`src/rtl/adc_if_pkg.sv`:
```
package adc_if_pkg;
  typedef enum logic {
    ST_IDLE = 1'b0,
    ST_CONV = 1'b1
  } conv_state_e;
endpackage

```
`src/rtl/adc_edge_det.sv`:
```
module adc_edge_det #(
  parameter logic IDLE_LVL = 1'b1
) (
  input  logic clk_i,
  input  logic rst_ni,
  input  logic sig_i,
  output logic fall_o,
  output logic rise_o
);
  logic prev_q;

  always_ff @(posedge clk_i or negedge rst_ni) begin
    if (!rst_ni) prev_q <= IDLE_LVL;
    else         prev_q <= sig_i;
  end

  assign fall_o = prev_q & ~sig_i;
  assign rise_o = ~prev_q & sig_i;
endmodule

```
`src/rtl/adc_conv_seq.sv`:
```
module adc_conv_seq
  import adc_if_pkg::*;
#(
  parameter int DATA_W      = 16,
  parameter int CONV_CYCLES = 20,
  parameter int CNT_W       = (CONV_CYCLES > 1) ? $clog2(CONV_CYCLES) : 1
) (
  input  logic              clk_i,
  input  logic              rst_ni,
  input  logic              start_i,
  input  logic [DATA_W-1:0] sample_i,
  output logic              active_o,
  output logic [CNT_W-1:0]  cnt_o,
  output logic [DATA_W-1:0] capt_o,
  output logic [DATA_W-1:0] result_o
);
  conv_state_e       state_q;
  logic [CNT_W-1:0]  cnt_q;
  logic [DATA_W-1:0] capt_q, result_q;

  always_ff @(posedge clk_i or negedge rst_ni) begin
    if (!rst_ni) begin
      state_q  <= ST_IDLE;
      cnt_q    <= '0;
      capt_q   <= '0;
      result_q <= '0;
    end else begin
      unique case (state_q)
        ST_IDLE: if (start_i) begin
          state_q <= ST_CONV;
          cnt_q   <= CNT_W'(CONV_CYCLES - 1);
          capt_q  <= sample_i;
        end
        ST_CONV: begin
          // starts are not looked at here: mid-conversion requests drop
          if (cnt_q == '0) begin
            state_q  <= ST_IDLE;
            result_q <= capt_q;
          end else begin
            cnt_q <= cnt_q - 1'b1;
          end
        end
        default: state_q <= ST_IDLE;
      endcase
    end
  end

  assign active_o = (state_q == ST_CONV);
  assign cnt_o    = cnt_q;
  assign capt_o   = capt_q;
  assign result_o = result_q;
endmodule

```
`src/rtl/adc_window_mon.sv`:
```
module adc_window_mon #(
  parameter int CONV_CYCLES    = 20,
  parameter int MIN_LOW_CYCLES = 15,
  parameter int CNT_W          = 5
) (
  input  logic             clk_i,
  input  logic             rst_ni,
  input  logic             rise_i,
  input  logic             active_i,
  input  logic [CNT_W-1:0] cnt_i,
  output logic             viol_o
);
  logic viol_q, hit;
  int   low_len;

  // strobe low time at the rise edge, derived from the remaining count
  assign low_len = CONV_CYCLES - int'(cnt_i);
  assign hit     = rise_i && active_i && (cnt_i != '0) && (low_len >= MIN_LOW_CYCLES);

  always_ff @(posedge clk_i or negedge rst_ni) begin
    if (!rst_ni) viol_q <= 1'b0;
    else         viol_q <= hit;
  end

  assign viol_o = viol_q;
endmodule

```
`src/rtl/adc_conv_if.sv`:
```
module adc_conv_if #(
  parameter int DATA_W         = 16,
  parameter int CONV_CYCLES    = 20,
  parameter int MIN_LOW_CYCLES = 15
) (
  input  logic              clk_i,
  input  logic              rst_ni,
  input  logic              cs_n_i,
  input  logic              convst_n_i,
  input  logic              rd_n_i,
  input  logic [DATA_W-1:0] sample_i,
  output logic              busy_o,
  output logic [DATA_W-1:0] data_o,
  output logic              data_oe_o,
  output logic              window_viol_o
);
  localparam int CNT_W = (CONV_CYCLES > 1) ? $clog2(CONV_CYCLES) : 1;

  logic              conv_fall, conv_rise, conv_active;
  logic [CNT_W-1:0]  conv_cnt;
  logic [DATA_W-1:0] capt_q, result_q;

  adc_edge_det #(.IDLE_LVL(1'b1)) u_edge (
    .clk_i  (clk_i),
    .rst_ni (rst_ni),
    .sig_i  (convst_n_i),
    .fall_o (conv_fall),
    .rise_o (conv_rise)
  );

  adc_conv_seq #(
    .DATA_W      (DATA_W),
    .CONV_CYCLES (CONV_CYCLES),
    .CNT_W       (CNT_W)
  ) u_seq (
    .clk_i    (clk_i),
    .rst_ni   (rst_ni),
    .start_i  (conv_fall & ~cs_n_i),
    .sample_i (sample_i),
    .active_o (conv_active),
    .cnt_o    (conv_cnt),
    .capt_o   (capt_q),
    .result_o (result_q)
  );

  adc_window_mon #(
    .CONV_CYCLES    (CONV_CYCLES),
    .MIN_LOW_CYCLES (MIN_LOW_CYCLES),
    .CNT_W          (CNT_W)
  ) u_win (
    .clk_i    (clk_i),
    .rst_ni   (rst_ni),
    .rise_i   (conv_rise),
    .active_i (conv_active),
    .cnt_i    (conv_cnt),
    .viol_o   (window_viol_o)
  );

  assign busy_o    = ~conv_active;
  assign data_oe_o = ~cs_n_i & ~rd_n_i;
  assign data_o    = data_oe_o ? result_q : '0;
endmodule

```
`config.mk`:
```
export PLATFORM = sky130hd
export DESIGN_NAME = adc_conv_if
export DESIGN_NICKNAME = d
export VERILOG_FILES = /design/src/rtl/adc_if_pkg.sv /design/src/rtl/adc_edge_det.sv /design/src/rtl/adc_conv_seq.sv /design/src/rtl/adc_window_mon.sv /design/src/rtl/adc_conv_if.sv
export SDC_FILE = /design/constraint.sdc
export NUM_CORES = 1
export LEC_CHECK = 0
export CAP_MARGIN = 10
export CELL_PAD_IN_SITES_DETAIL_PLACEMENT = 0
export CELL_PAD_IN_SITES_GLOBAL_PLACEMENT = 1
export CORE_MARGIN = 2
export CORE_UTILIZATION = 35
export DETAILED_ROUTE_END_ITERATION = 10
export PLACE_DENSITY = 0.73
export REMOVE_ABC_BUFFERS = 1
export SLEW_MARGIN = 20
export SYNTH_ARGS = -nofsm -noshare
export SYNTH_HDL_FRONTEND = slang
export SYNTH_SLANG_ARGS = --single-unit
```
`constraint.sdc`:
```
create_clock -name clk_i -period 2.1 [get_ports clk_i]
set_clock_uncertainty 0.15 [all_clocks]
set_input_delay 0.42 -clock clk_i [delete_from_list [all_inputs] [get_ports clk_i]]
set_output_delay 0.42 -clock clk_i [all_outputs]
set_load 0.005 [all_outputs]
```
# ---- Word level (Yosys, flattened, before mapping)
# Index checks and enable logic that the tools add are counted.
dict set report totals {
  reg_bits 40
  word_cells 35
}
dict set report classes {
  addsub 2
  n_lt_le_gt_ge 1
  n_eq_ne 2
  muxes 7
  bitwise 9
  reduce_logical 8
}
# operator n
set ops {}
lappend ops {{>= comparator 32 x 5 -> 1 bit (second input constant)} 1}
lappend ops {{two-way mux 16 bit} 1}
lappend ops {{two-way mux 5 bit} 2}
lappend ops {{one-hot mux 5 bit (2 select lines)} 1}
lappend ops {{AND reduction 2 bit} 3}
lappend ops {{subtractor 5 x 5 -> 6 bit (first input constant)} 1}
lappend ops {{zero test 5 bit} 1}
lappend ops {{NOT 1 bit} 5}
lappend ops {{nonzero test 5 bit} 1}
lappend ops {{subtractor 5 x 1 -> 5 bit (second input constant)} 1}
lappend ops {{AND 1 bit} 4}
lappend ops {{logical AND 1 bit} 3}
lappend ops {{two-way mux 1 bit} 2}
lappend ops {{!= test 2 x 1 -> 1 bit (second input constant)} 1}
lappend ops {{!= test 2 bit (second input constant)} 1}
lappend ops {{one-hot mux 1 bit (2 select lines)} 1}

# ---- Depth between registers and ports, before layout
# Gate-level depths: netlist of run 1.
dict set report depth {
  word_depth 5
  mapped_depth 6
}

# ---- By module
# Synthesis of run 1 repeated with hierarchy kept, for this count alone.
dict set report hier_totals {
  hier_cells 162
  hier_area_um2 1868.0
}
# mod instances cells_each area_per_inst_um2
set modules_own_cells {}
lappend modules_own_cells {adc_conv_seq 1 132 1540.2}
lappend modules_own_cells {adc_conv_if 1 23 232.7}
lappend modules_own_cells {adc_window_mon 1 4 53.8}
lappend modules_own_cells {adc_edge_det 1 3 41.3}

# ---- Least setup slack after synthesis of run 1
# No wires, ideal clock.
dict set report synth_timing {
  path_kind {register -> register}
  start {reg u_seq.cnt_q[0] (netlist: u_seq.cnt_o[0])}
  end {reg u_seq.result_q[11] (netlist: u_seq.result_o[11])}
  setup_time_ns 0.125
  arrival_ns 1.557
  setup_slack_ns 0.268
  stages_incl_launch_ff 7
  cell_sequence {dfrtp_1 inv_1 ha_1 nand4bb_1 nor2_4 buf_6 mux2_2}
}
dict set report synth_between {
  elab_chain_len 2
}
# item line_no
set synth_rtl {}
lappend synth_rtl {{start, declared} adc_conv_seq.sv:18} ;# logic [CNT_W-1:0] cnt_q;
lappend synth_rtl {{start signal, assigned} adc_conv_seq.sv:31} ;# cnt_q <= CNT_W'(CONV_CYCLES - 1);
lappend synth_rtl {{start signal, assigned} adc_conv_seq.sv:40} ;# cnt_q <= cnt_q - 1'b1;
lappend synth_rtl {{zero test 5 bit} adc_conv_seq.sv:36} ;# if (cnt_q == '0) begin
lappend synth_rtl {{AND reduction 2 bit (no line)} -}
lappend synth_rtl {{end signal, assigned} adc_conv_seq.sv:38} ;# result_q <= capt_q;
lappend synth_rtl {{end, declared} adc_conv_seq.sv:19} ;# logic [DATA_W-1:0] capt_q, result_q;
# No other way between the ends.
# A chain may end at the register's enable or synchronous reset.

# ---- Worst setup path after layout of run 1
dict set report layout_timing {
  start {in rd_n_i}
  end {out data_oe_o}
}
dict set report layout_between {
  elab_chain_len 2
}
# item line_no
set layout_rtl {}
lappend layout_rtl {{start, declared} adc_conv_if.sv:10} ;# input logic rd_n_i,
lappend layout_rtl {{NOT 1 bit} adc_conv_if.sv:60} ;# assign data_oe_o = ~cs_n_i & ~rd_n_i;
lappend layout_rtl {{AND 1 bit} adc_conv_if.sv:60}
lappend layout_rtl {{end, declared} adc_conv_if.sv:14} ;# output logic data_oe_o,
# No other way between the ends.

==> results of run 1 <==
## what timing repair did
item	in CTS	in global routing
gates cloned	2	0
setup endpoints to repair	17	10
resized for setup	25	5
pin swaps	1	1
buffers inserted	6	1
## placed cells by master (no fill, tap or decap), types with 3 or more instances in the layout
master | Yosys | final
sky130_fd_sc_hd__clkbuf_8 | 0 | 5
sky130_fd_sc_hd__dlygate4sd2_1 | 0 | 16
sky130_fd_sc_hd__nand2_1 | 53 | 53
sky130_fd_sc_hd__inv_1 | 4 | 4
sky130_fd_sc_hd__clkdlybuf4s50_1 | 0 | 20
sky130_fd_sc_hd__and2_1 | 16 | 16
sky130_fd_sc_hd__buf_6 | 3 | 3
sky130_fd_sc_hd__buf_4 | 0 | 17
sky130_fd_sc_hd__mux2_2 | 15 | 15
sky130_fd_sc_hd__dfrtp_1 | 39 | 39
## path summary, 6_finish.rpt
check	start	to	slack, ns
max in group asynchronous	rst_ni	u_edge.prev_q	1.18
hold / removal	rst_ni	u_seq.result_o[0]	-0.007
hold reg to reg	u_seq.capt_o[13]	u_seq.capt_o[13]	0.33
min in group clk_i	u_seq.capt_o[13]	u_seq.capt_o[13]	0.33
setup / recovery	rd_n_i	data_oe_o	0.04
setup reg to reg	u_seq.cnt_o[1]	u_seq.result_o[5]	0.18
## metal layers
layer  global-route usage [%]  up-vias
met2                    24.20       39
li1                         -      672
met3                    3.571        6
met4                    6.000        0
met1                    19.50      636
met5                        0        -
## kinds of logic after synthesis
kind of cell,Yosys count
AO/OA/AOI/OAI,13
adder cells (fa/ha/maj),2
buffers and inverters,12
flip-flops,40
multiplexers,16
AND/OR/NAND/NOR,84
## cells in the mapped netlist
library cell	instances	area share, %
sky130_fd_sc_hd__inv_1	4	0.83
sky130_fd_sc_hd__clkbuf_1	1	0.21
sky130_fd_sc_hd__or4b_4	2	1.5
sky130_fd_sc_hd__nand4b_1	1	0.48
sky130_fd_sc_hd__buf_6	3	1.9
sky130_fd_sc_hd__nor2_4	1	0.62
sky130_fd_sc_hd__nand4bb_1	1	0.62
sky130_fd_sc_hd__dfstp_2	1	1.5
sky130_fd_sc_hd__nor4b_4	1	1.3
sky130_fd_sc_hd__or3_1	1	0.35
sky130_fd_sc_hd__nand3_1	1	0.28
sky130_fd_sc_hd__nand2_1	53	11
sky130_fd_sc_hd__o31ai_1	2	0.83
sky130_fd_sc_hd__and3_1	2	0.69
sky130_fd_sc_hd__o21ai_1	1	0.28
sky130_fd_sc_hd__ha_1	2	1.4
sky130_fd_sc_hd__a2111oi_2	1	0.83
sky130_fd_sc_hd__dfrtp_1	39	54
sky130_fd_sc_hd__o21ai_0	2	0.55
sky130_fd_sc_hd__nor2_1	3	0.62
sky130_fd_sc_hd__o311a_1	1	0.55
sky130_fd_sc_hd__and2_1	16	5.5
sky130_fd_sc_hd__mux2_2	15	9.3
sky130_fd_sc_hd__o211ai_1	2	0.83
sky130_fd_sc_hd__buf_2	4	1.1
sky130_fd_sc_hd__mux2_1	1	0.62
sky130_fd_sc_hd__or3b_1	1	0.48
sky130_fd_sc_hd__a211oi_1	2	0.83
sky130_fd_sc_hd__or4_1	1	0.41
sky130_fd_sc_hd__a31oi_1	2	0.69
## state kept, by name, summed over array words and instances (netlist names)
| name | cells |
|---|---|
| u_seq.result_o | 16 |
| u_seq.cnt_o | 5 |
| u_seq.capt_o | 16 |
| u_edge.prev_q | 1 |
| u_seq.active_o | 1 |
| u_win.viol_o | 1 |
## layout make-up
type / count / area [µm²]
clock buffers: 5 / 68.82
fillers: 476 / 2544
flip-flops and latches: 40 / 1002
repair buffers: 60 / 536.8
inverters: 4 / 15.01
well taps: 70 / 87.58
clock inverters: 3 / 42.54
multi-input cells: 115 / 745.7
## worst register-to-register path: stages (launching register included)
cell and delay [ns]:
sky130_fd_sc_hd__dfrtp_1 0.41, sky130_fd_sc_hd__inv_1 0.12, sky130_fd_sc_hd__ha_2 0.24, sky130_fd_sc_hd__nand4bb_1 0.19, sky130_fd_sc_hd__nor2_4 0.14, sky130_fd_sc_hd__buf_4 0.21, sky130_fd_sc_hd__mux2_2 0.35
## through the flow
step	setup TNS, ns	instances
4_1_cts	0	296
5_1_grt	0	297
3_3_place_gp	-5.256	280
6_report	0	297
3_5_place_dp	-5.937	280
2_1_floorplan	0	159
## power groups by stage
stage          clock network [W]  registers, W  logic (W)
6_report                0.000623       0.00120   0.000678
5_1_grt                 0.000667       0.00124   0.000772
4_1_cts                 0.000638       0.00120   0.000686
3_5_place_dp                   0       0.00121   0.000678
3_3_place_gp                   0       0.00119   0.000652
2_1_floorplan                  0       0.00117   0.000423
==> impl_metrics.yaml, run 1 <==
detailed_routing:
  wirelength_met1_um: 1852
  route.final.wire_length_um: 3967
  final_antenna_net_count: 0
  viasPerCell: 4.556
  highest-signal-layer: "met4"
  routed-wl-met3_um: 209
  detailroute.via_count: 1353
  met2WireLength_um: 1854
  drtPass1Iterations: 4
  drc: 0
  initialDrtViolationCount: 71
  route.detailed.wl_per_inst_um: 13.36
critical_path:
  critPathCaptureType: "output pin"
  cp_num_cells: 4
  cpLargestDelayFamily: "buffers and inverters"
  path_max_fanout: 5
  path_buf_inv: 3
  critical_path.slowest_cell: "sky130_fd_sc_hd__clkdlybuf4s50_1"
  timing.critical_path.slowest_cell_delay_ns: 0.49
  crit_required_ns: 1.53
  crit_path_cell_trace: "dlygate4sd2_1 > nor2_4 > buf_6 > clkdlybuf4s50_1"
  worstSetupPathType: "in2out"
  reg2reg_depth: 6
  setup.worst_path.start_class: "input pin"
  worst-endpoint-arrival_ns: 1.49
power:
  share_seq_of_total_power_pct: 48.0
  switching_power_w: 0.0007791
  ir_drop_mv: 0.5168
  pwr_density_cell_mw_per_mm2: 1001
  power.share.clock_pct: 24.9
  power_report.internal_total_w: 0.001721
  netSwitchingFraction_pct: 31.16
  power_frac_comb_pct: 27.1
  totalPowerFinal_w: 0.002500
  p_leak_nw: 1.271
timing:
  fin_max_slew_vios: 0
  final_hold_viol_count: 17
  fin_hold_ws_ns: -0.007462
  layout_worst_path_cycle_share_pct: 97.98
  max_slew_margin_pct: 57.66
  final-setup-viol-count: 0
  max_freq_mhz: 486.0
  rsz0062_at_grt: "no"
  tightest_pin_transition_ns: 0.6350
  final_period_demand_of_the_worst_path_ns: 2.058
  layout_setup_ws_ns: 0.04239
logic_synthesis:
  fraction_of_synthesized_cell_area_in_xor_and_xnor_cells_pct: 0
  synth_mux_area_share_pct: 9.952
  yosysUniqueCellTypes: 30
  mapped_cell_area_mm2: 0.001810
  synth-simple-area-share_pct: 23.91
  dominant_combinational_cell_family_by_area_after_synthesis: "simple AND/OR/NAND/NOR gates"
  postSynthRegisterBits: 40
  synth.yosys.warnings: 0
  register_area_share_after_synthesis_pct: 55.36
  avgSynthCellArea_um2: 10.84
  syn-instance-count: 167
  synth_adder_area_share_pct: 1.382
  fraction_of_the_mapped_netlist_area_in_compound_gates_pct: 5.390
job:
  cap_viol_max_count: 0
global_route:
  grt_max_degree: 30
  grt.total_usage_pct: 14.98
  grt_antenna_before_repair: 0
  global_route_wire_length_before_repair_um: 6886
  via_count_of_the_first_global_routing_pass: 1425
  overflow: 0
floorplan:
  chipWidth_um: 75.92
  fp-row-count: 26
  floorplan.die.height_um: 75.92
  core_mm2: 0.005042
  top_level_ports: 40
  floorplan.die_area_mm2: 0.005764
  starting_density_of_the_core_pct: 35.91
clock_tree:
  clkSinkCount: 40
  cts_max_level: 2
  root_buffer: "sky130_fd_sc_hd__clkbuf_8"
  numCtsBuffers: 5
  clkSlewWorstSetupHoldPaths_ns: 0.08
  clock_tree.buffer_depth: 2
  cts-hold-fix-buffers: 0
  cts_tree: "built"
  clk_latency_ns: 0.29
cells_and_area:
  fraction_of_layout_instances_using_a_drive_strength_above_1_pct: 24.23
  syn_to_final_growth_pct: 38.01
  antenna_cells: 0
  post-route-cell-area_mm2: 0.002499
  final_nets: 249
  final_util_pct: 49.55
placed_design:
  placement.setup.worst_slack_ns: -0.3363
  place_congestion: 0.8510
  dpl.hpwl_um: 2660
  placement.cell_area_mm2: 0.002328
  placement.io_buffers: 39
min_path:
  min-delay-path-class: "in2async"
outcome:
  status: "finished with violations"
  violations: "hold timing"
Power figures use the tool's default switching activity.
==> run 2: changes to the inputs <==
- CORE_ASPECT_RATIO: unset -> 2
- CORE_MARGIN: 2 -> 5
==> impl_metrics.yaml, run 2 (synthesis gave the netlist of run 1 again) <==
outcome:
  status: "finished, final reports clean"
timing:
  max_freq_mhz: 497.6
  final_period_demand_of_the_worst_path_ns: 2.010
  layout_worst_path_cycle_share_pct: 95.69
  final_hold_viol_count: 0
  layout_setup_ws_ns: 0.09048
  final-setup-viol-count: 0
  max_slew_margin_pct: 74.34
  fin_max_slew_vios: 0
  rsz0062_at_grt: "no"
  tightest_pin_transition_ns: 0.3849
global_route:
  overflow: 0
  via_count_of_the_first_global_routing_pass: 1551
  grt_antenna_before_repair: 0
  grt.total_usage_pct: 13.76
  global_route_wire_length_before_repair_um: 7051
  grt_max_degree: 17
critical_path:
  timing.critical_path.mode_cell: "sky130_fd_sc_hd__buf_6"
  cpLargestDelayFamily: "buffers and inverters"
  reg2reg_to: "u_win.viol_o"
  critPathCaptureType: "output pin"
  cp_num_cells: 7
  crit_path_cell_trace: "dlygate4sd2_1 > nor2_4 > buf_6 > buf_6 > buf_4 > and2_1 > clkdlybuf4s15_1"
  path_buf_inv: 5
  worst-endpoint-arrival_ns: 1.44
  reg2reg_depth: 5
  crit_required_ns: 1.53
  path_max_fanout: 4
  r2r-start: "u_seq.cnt_o[1]"
  critical_path.startpoint: "cs_n_i"
  timing.critical_path.slowest_cell_delay_ns: 0.26
  critical_path.slowest_cell: "sky130_fd_sc_hd__dlygate4sd2_1"
  worstSetupPathType: "in2out"
  reg2reg_slack_ns: 0.12
  crit_path_end: "data_o[7]"
  setup.worst_path.start_class: "input pin"
power:
  power.share.clock_pct: 20.2
  ir_drop_mv: 0.6083
  netSwitchingFraction_pct: 32.48
  power_frac_comb_pct: 29.0
  p_leak_nw: 1.260
  pwr_density_cell_mw_per_mm2: 964.6
  power_report.internal_total_w: 0.001602
  totalPowerFinal_w: 0.002373
  switching_power_w: 0.0007708
  share_seq_of_total_power_pct: 50.8
cells_and_area:
  antenna_cells: 0
  layout.cells.most_common_list: "53 x sky130_fd_sc_hd__nand2_1, 39 x sky130_fd_sc_hd__dfrtp_1, 19 x sky130_fd_sc_hd__clkdlybuf4s50_1, 19 x sky130_fd_sc_hd__buf_4, 16 x sky130_fd_sc_hd__and2_1"
  fraction_of_layout_instances_using_a_drive_strength_above_1_pct: 24.35
  final_nets: 252
  post-route-cell-area_mm2: 0.002460
  most_frequent_standard_cell_in_the_layout_excluding_fill_and_tap_cells: "sky130_fd_sc_hd__nand2_1"
  syn_to_final_growth_pct: 35.87
  final_util_pct: 48.30
placed_design:
  place_congestion: 0.8123
  placement.cell_area_mm2: 0.002316
  dpl.hpwl_um: 3115
  placement.setup.worst_slack_ns: -0.3159
  placement.io_buffers: 39
clock_tree:
  cts_max_level: 2
  clkSinkCount: 40
  root_buffer: "sky130_fd_sc_hd__clkbuf_8"
  clk_latency_ns: 0.29
  numCtsBuffers: 5
  cts_tree: "built"
  clkSlewWorstSetupHoldPaths_ns: 0.07
  clock_tree.buffer_depth: 2
detailed_routing:
  route.detailed.wl_per_inst_um: 14.52
  route.final.wire_length_um: 4182
  detailroute.via_count: 1366
  drc: 0
  drtPass1Iterations: 4
  initialDrtViolationCount: 26
  viasPerCell: 4.743
  final_antenna_net_count: 0
floorplan:
  floorplan.die_area_mm2: 0.006798
  starting_density_of_the_core_pct: 35.55
  chipWidth_um: 60.86
  core_mm2: 0.005092
  fp-row-count: 37
  floorplan.die.height_um: 111.7
  top_level_ports: 40
min_path:
  min-delay-path-class: "reg2reg"
  worst_hold_path.num_cells: 2
job:
  cap_viol_max_count: 0
-- run 2: changes by cell type in the layout (fill, tap and decap cells not counted), sizes merged --
| cell | change |
|---|---|
| clkbuf | +4 |
| buf | +2 |
| dlygate4sd2 | -2 |
| bufinv | -1 |
| clkdlybuf4s15 | +1 |
| clkdlybuf4s50 | -1 |
| clkinvlp | -1 |
| dlygate4sd3 | +1 |
-- run 2: worst min path at each step --
stage / start / to
after global placement: rst_ni / u_seq.capt_o[0]
after floorplan: rst_ni / u_seq.active_o
after detailed placement: rst_ni / u_seq.capt_o[0]
final: u_seq.capt_o[6] / u_seq.capt_o[6]
after global routing: u_seq.capt_o[0] / u_seq.capt_o[0]
after CTS: u_seq.capt_o[6] / u_seq.capt_o[6]
-- run 2: final cells by class --
| type | instances | area (µm²) |
|---|---|---|
| Sequential cell | 40 | 1002 |
| Clock inverter | 1 | 5.005 |
| Inverter | 4 | 15.01 |
| Clock buffer | 7 | 76.32 |
| Fill cell | 505 | 2633 |
| Timing Repair Buffer | 63 | 545.5 |
| Multi-Input combinational cell | 115 | 743.2 |
| Tap cell | 58 | 72.57 |
-- run 2: timing repair --
item / 4_1_cts / 5_1_grt
hold buffers: 1 / 0
resized for setup: 26 / 8
hold endpoints to repair: 14 / 0
pin swaps: 1 / 1
setup buffers: 7 / 1
gates cloned: 1 / 0
endpoints found under the setup margin: 17 / 4
-- run 2: layer usage --
layer	routed length, µm	GRT usage, %	vias up
met1	1645	15.72	651
met5	0	0	-
met3	182	3.016	7
met2	2262	23.66	30
li1	-	-	678
met4	93	5.644	0
-- run 2: power by group through the flow --
stage                     Clock, W  Sequential (W)  Combinational [W]
final                     0.000480         0.00121           0.000687
after CTS                 0.000498         0.00120           0.000697
after floorplan                  0         0.00117           0.000423
after global routing      0.000529         0.00124           0.000774
after global placement           0         0.00119           0.000652
after detailed placement         0         0.00122           0.000686
-- run 2: worst reg2reg max path, delay by kind of cell, from the launching register on --
family | cells | cell delay (ns)
compound gates | 2 | 0.38
flops | 1 | 0.41
fa+ha+maj | 1 | 0.26
simple gates | 1 | 0.56
buf+inv | 1 | 0.10
-- run 2: stage by stage --
stage          hold slack (ns)  TNS (ns)  cells
2_1_floorplan         -0.02559         0    159
5_1_grt                 0.3525         0    288
3_5_place_dp            0.2118    -5.779    270
6_report                0.3244         0    288
4_1_cts                 0.3256         0    287
3_3_place_gp            0.1997    -5.465    270
